**src/rtl/rcc_pkg.sv**
```systemverilog
package rcc_pkg;
   localparam int WAKE_W  = 3;
   localparam int CAUSE_W = 4;

   localparam int WK_HIB  = 2;
   localparam int WK_HARD = 0;
   localparam int WK_SLP  = 1;

   localparam logic [CAUSE_W-1:0] C_HIB  = 4'b0001;
   localparam logic [CAUSE_W-1:0] C_HARD = 4'b0010;
   localparam logic [CAUSE_W-1:0] C_SLP  = 4'b0100;
   localparam logic [CAUSE_W-1:0] C_RUN  = 4'b1000;

   typedef enum logic [0:0] {ST_WAIT = 1'b0, ST_DONE = 1'b1} rcc_state_e;
endpackage

```
**src/rtl/rcc_sync.sv**
```systemverilog
module rcc_sync #(
   parameter int W      = 3,
   parameter int STAGES = 2
) (
   input  logic         clk,
   input  logic         rst_n,
   input  logic [W-1:0] d,
   output logic [W-1:0] q
);
   generate
      if (STAGES < 2) begin : g_bad
         $error("rcc_sync: STAGES must be at least 2");
      end
   endgenerate

   logic [W-1:0] chain [STAGES];

   generate
      for (genvar s = 0; s < STAGES; s++) begin : g_stage
         always_ff @(posedge clk) begin
            if (!rst_n) chain[s] <= '0;
            else if (s == 0) chain[s] <= d;
            else chain[s] <= chain[(s == 0) ? 0 : s-1];
         end
      end
   endgenerate

   assign q = chain[STAGES-1];
endmodule

```
**src/rtl/rcc_timer.sv**
```systemverilog
module rcc_timer #(
   parameter int LIMIT = 10
) (
   input  logic clk,
   input  logic rst_n,
   input  logic tick,
   output logic expired
);
   localparam int CW = (LIMIT < 2) ? 1 : $clog2(LIMIT);
   localparam logic [CW-1:0] LAST = CW'(LIMIT - 1);

   generate
      if (LIMIT < 1) begin : g_bad
         $error("rcc_timer: LIMIT must be at least 1");
      end
   endgenerate

   logic [CW-1:0] cnt;

   always_ff @(posedge clk) begin
      if (!rst_n) begin
         cnt     <= '0;
         expired <= 1'b0;
      end else if (!expired && tick) begin
         if (cnt == LAST) expired <= 1'b1;
         else             cnt     <= cnt + 1'b1;
      end
   end
endmodule

```
**src/rtl/rcc_encoder.sv**
```systemverilog
module rcc_encoder
   import rcc_pkg::*;
(
   input  logic [WAKE_W-1:0]  wake,
   output logic [CAUSE_W-1:0] code
);
   always_comb begin
      if (wake[WK_HIB])       code = C_HIB;
      else if (wake[WK_HARD]) code = C_HARD;
      else if (wake[WK_SLP])  code = C_SLP;
      else                    code = C_RUN;
   end
endmodule

```
**src/rtl/reset_cause_classifier.sv**
```systemverilog
module reset_cause_classifier
   import rcc_pkg::*;
#(
   parameter int DEBOUNCE_MS = 10,
   parameter int SYNC_STAGES = 2
) (
   input  logic                clk,
   input  logic                rst_n,
   input  logic                ms_tick,
   input  logic [WAKE_W-1:0]   wake_src,
   output logic [CAUSE_W-1:0]  cause,
   output logic                cause_valid,
   output logic                mask_clr
);
   logic [WAKE_W-1:0]  wake_sync;
   logic [CAUSE_W-1:0] code;
   logic               expired;
   rcc_state_e         state;

   rcc_sync #(.W(WAKE_W), .STAGES(SYNC_STAGES)) u_sync (
      .clk(clk), .rst_n(rst_n), .d(wake_src), .q(wake_sync)
   );

   rcc_timer #(.LIMIT(DEBOUNCE_MS)) u_timer (
      .clk(clk), .rst_n(rst_n), .tick(ms_tick), .expired(expired)
   );

   rcc_encoder u_enc (.wake(wake_sync), .code(code));

   always_ff @(posedge clk) begin
      if (!rst_n) begin
         state       <= ST_WAIT;
         cause       <= '0;
         cause_valid <= 1'b0;
         mask_clr    <= 1'b0;
      end else begin
         cause_valid <= 1'b0;
         mask_clr    <= 1'b0;
         if (state == ST_WAIT && expired) begin
            state       <= ST_DONE;
            cause       <= code;
            cause_valid <= 1'b1;
            mask_clr    <= 1'b1;
         end
      end
   end
endmodule


```
**config.mk**
```make
export PLATFORM = sky130hd
export DESIGN_NAME = reset_cause_classifier
export DESIGN_NICKNAME = d
export VERILOG_FILES = /design/src/rtl/rcc_pkg.sv /design/src/rtl/rcc_sync.sv /design/src/rtl/rcc_timer.sv /design/src/rtl/rcc_encoder.sv /design/src/rtl/reset_cause_classifier.sv
export SDC_FILE = /design/constraint.sdc
export NUM_CORES = 1
export LEC_CHECK = 0
export BUFFER_PORTS_ARGS = -buffer_cell sky130_fd_sc_hd__buf_2
export CAP_MARGIN = 20
export CORE_MARGIN = 2
export CORE_UTILIZATION = 35
export CTS_BUF_LIST = sky130_fd_sc_hd__clkbuf_4 sky130_fd_sc_hd__clkbuf_8 sky130_fd_sc_hd__clkbuf_16
export DETAILED_ROUTE_END_ITERATION = 8
export PLACE_DENSITY = 0.56
export SLEW_MARGIN = 20
export SYNTH_ARGS = -nofsm -noshare
export SYNTH_HDL_FRONTEND = slang
export SYNTH_SLANG_ARGS = --single-unit
```
**constraint.sdc**
```tcl
create_clock -name clk -period 3.5 [get_ports clk]
set_input_delay 0.525 -clock clk [delete_from_list [all_inputs] [get_ports clk]]
set_output_delay 0.525 -clock clk [all_outputs]
set_load 0.05 [all_outputs]
```
* Word level (Yosys, flattened, before mapping)
Memories as Yosys holds them, arrays and structs flattened.
Index checks and enable logic that the tools add are counted.
** Word-level totals
- Register bits :: 11
- Memory bits (writable) :: 6
- Input port bits :: 6
- Output and inout port bits :: 6
- Memories kept :: 1
** Memory list
- u_sync.chain :: depth 2, bits a word 3, read ports 2, clocked after memory_dff 0, write ports 2, line rcc_sync.sv:16 : logic [W-1:0] chain [STAGES];
** Cells by class
- $add $sub $neg :: 1
- Eq/ne operators :: 1
- Multiplexer cells :: 8
- Bitwise logic cells :: 4
- Reduce and logical (&&, ||, !) cells :: 5
** Operator list (number)
- $mux 4 :: 3
- $mux 3 :: 2
- $add 4x1->4 const B :: 1
- $eq 4x4->1 const B :: 1
- $reduce_and 2->1 :: 2
- $mux 1 :: 3
- $logic_and 1x1->1 :: 2
- $not 1->1 :: 2
- $or 1x1->1 :: 2
- $logic_not 1->1 :: 1

* Longest topological paths before layout
- Word-level depth :: 3
- Gate-level depth with buffers :: 5

* Modules after synthesis
Synthesis repeated with hierarchy kept, for this count alone.
** Unflattened totals
- Cell total of the unflattened synthesis :: 67
- Area, all modules :: 694.4 sq um
** Modules (own cells, without submodules)
- rcc_timer :: times used 1, cells an instance 27, area each 262.8 sq um
- reset_cause_classifier :: times used 1, cells an instance 24, area each 235.2 sq um
- rcc_sync :: times used 1, cells an instance 12, area each 157.7 sq um
- rcc_encoder :: times used 1, cells an instance 4, area each 38.8 sq um

* Worst setup path before layout
No wires, ideal clock.
- Path type :: register -> output
- Start point :: register mask_clr
- End point :: output mask_clr
- Arrival :: 0.894 ns
- Setup slack :: 2.081 ns
- Stages on the path, launching flop included :: 2
- Path through :: dfxtp_1 buf_4
** RTL lines
- from (decl) :: line reset_cause_classifier.sv:13 : output logic mask_clr
- from (signal assigned) :: line reset_cause_classifier.sv:35 : mask_clr <= 1'b0;
- from (signal assigned) :: line reset_cause_classifier.sv:38 : mask_clr <= 1'b0;
- from (signal assigned) :: line reset_cause_classifier.sv:43 : mask_clr <= 1'b1;
No word-level cell between the ends.

* Final worst setup path
- Start point :: register cause[1]
- End point :: output cause[1]
** RTL lines
- from (decl) :: line reset_cause_classifier.sv:11 : output logic [CAUSE_W-1:0] cause,
- from (signal assigned) :: line reset_cause_classifier.sv:41 : cause <= code;
No word-level cell between the ends.

==> metrics <==
GRT Total Usage=11.1%; layout cells sized above 1=23.4%; slowest CP cell=dfxtp_1; vias in the first global route=411; number of port buffers=11; post-synthesis mux area share=4.59%; Setup Fix Bufs, Post-CTS=0; Cells after Synth=64; CP max stage delay=0.34 ns; crit end category=output port; GPL Wtd Cong=0.659; Synth Warn #=0; Detail Route Antenna Nets=0; FF-to-FF setup slack=2.25 ns; M2 GR Usage=15.7%; CP cell instances=buf_2; multi-input logic area=295 sq um; grt met1 use=13.3%; fin area=759 sq um; post-synth cell types=24; Area after DPL=729 sq um; Max Freq=710 MHz; Residual DRC=0; clock-pin transition on the worst setup and hold timing paths=0.10 ns; Post-Syn Area per Cell=10.2 sq um; Seq/Total Area, Yosys=52.0%; Initial Util=37.5%; CTS buffer count=3; PwrDens=431 nW/um^2; RR Endpoint=u_timer.cnt[1]; CTS tree=yes; Setup CP Type=flop to output port; total grt overflow=0; largest net degree at the start of global routing=20; Worst VDD drop=167 uV; Worst Setup SP=cause[1]; Arr. time, crit path=0.88 ns; FF+latch area=340 sq um; vias post-DR=440; H-tree depth=1; outcome=finished, final reports clean; CP required=2.97 ns; initial antenna violation count=0; most frequent cells in the layout=dfxtp_1 (17), buf_2 (11), and2_1 (8); R2R Path Start=u_timer.cnt[1]; wire per inst=9.45 um; drt initial violations=7; non-filler cells, final=102; Clock Skew=0.00396 ns; cell family with most CP delay=flip-flops; I/O pin cnt=12; commonest non-fill, non-tap cell in the layout=dfxtp_1; Core ar.=1750 sq um; hold depth=2; Worst-Skew Late Latency=0.29 ns; Max Buffers Root-to-Sink=2; Die X=47.2 um; busiest grt layer=met2; Setup TNS=0 ns; clock root buffer=clkbuf_4; xor and xnor area share after synthesis=0%; slew margin rel.=78.1%; die area=2230 sq um; routing usage on met3=3.46%; setup repair after global routing missed its margin=no; worst-case hold path end point=u_sync.chain[0][2]; FF+latch count, synth=17; Syn Nets=72; DP Wirelength=689 um; Crit. path cell count=1; CP max FO=2; Synth Area in Compound Gates=11.1%; worst hold path type=primary input to flop; WL final=964 um; # rows=15; post-synthesis adder-cell area fraction=3.82%; # setup viols final=0; worst hold start=wake_src[2]; worst slew pin tran=0.327 ns; Fill cells=192; CTS Hold Bufs=0; Layout area overhead=16.1%; Max Cap Viol=0; Hold Worst Slack=0.431 ns; fin crit period=1.41 ns; CP startpoint kind=flop; Vias per Instance=4.31; Buf/Inv on CP=1; # resized after CTS=0; final hold violations=0; largest family of logic cells by synthesized area=simple AND/OR/NAND/NOR gates; Syn Std Cell Area=654 sq um; Placed Instances=98; Nets=86; chip height=47.2 um; crit share post-route=40.2%; first-pass GRT wire length=1.64 mm; drt pass-1 iters=4; fin. max-slew vios=0; Num Clock Sinks=17; Simple-Gate Fraction of Synth Area=25.6%; Pleak=0.000319 uW; # diodes=0; R2R depth=4
==> per-layer routing <==
metal	up-vias	wire length [um]
met5	-	0
met4	0	19
met3	2	37
met2	10	431
met1	189	475
li1	239	-
==> registers in the layout, indices dropped and copies added, names as in the netlist <==
| name | count |
|---|---|
| cause | 4 |
| mask_clr | 1 |
| state | 1 |
| u_sync.chain | 6 |
| u_timer.cnt | 4 |
| u_timer.expired | 1 |
==> metrics by stage <==
step	utilization (%)	worst slack, ns	total power (uW)
2_1_floorplan	-	2.08	219
3_3_place_gp	41.8	2.25	226
3_5_place_dp	41.8	2.22	226
4_1_cts	43.5	2.07	333
5_1_grt	43.5	2.02	348
6_report	43.5	2.09	327
==> worst register-to-register path, delay by kind of cell (launching register included) <==
kind,cells,cell delay [ns]
DFF,1,0.38
AOI/OAI and AO/OA,1,0.31
muxes,1,0.22
buffers and inverters,1,0.06
adders and majority gates,1,0.21
==> Yosys cell counts, drive strengths merged <==
cell type / n / share of area [%]
nand3b: 3 / 3.4
buf: 1 / 1.1
nor2b: 1 / 0.96
mux2i: 3 / 4.6
a41o: 1 / 1.7
and2b: 1 / 1.3
a21boi: 5 / 5.7
nand2: 7 / 4.0
inv: 2 / 1.1
clkbuf: 1 / 0.57
ha: 2 / 3.8
o21ai: 1 / 0.76
a31oi: 1 / 0.96
a21oi: 1 / 0.76
nand3: 2 / 1.5
and2: 8 / 7.6
nor2: 1 / 0.57
or2b: 1 / 1.1
o21a: 1 / 1.1
dfxtp: 17 / 52
or3: 1 / 0.96
nand2b: 3 / 4.0
==> kinds of logic (layout without fill, tap and decap cells) <==
kind of cell,after synthesis,in the layout
DFF,17,17
buffers and inverters,4,17
muxes,3,3
AOI/OAI and AO/OA,10,10
and+or+nand+nor,28,28
adders and majority gates,2,2
==> power by group <==
| group | leakage (uW) | total, uW | internal (uW) | switching, uW |
|---|---|---|---|---|
| clock | 0.0000139 | 106 | 43.4 | 62.2 |
| combinational | 0.000166 | 18.8 | 9.88 | 8.93 |
| sequential | 0.000139 | 203 | 199 | 3.74 |
==> final cells by class <==
cell class,instances,share of cell area [%]
sequential,17,44.8
multi-input combinational,43,38.9
clock buffer,3,2.97
clock inverter,1,0.988
tap,25,4.12
inverter,2,0.988
timing repair buffer,11,7.25
==> worst max path at each step <==
stage                           endpoint  slack, ns
final                           cause[1]       2.09
after global routing            cause[3]       2.02
after CTS                       cause[3]       2.07
after detailed placement  u_timer.cnt[1]       2.22
after global placement    u_timer.cnt[3]       2.25
after floorplan                 mask_clr       2.08
Power figures use the tool's default switching activity.
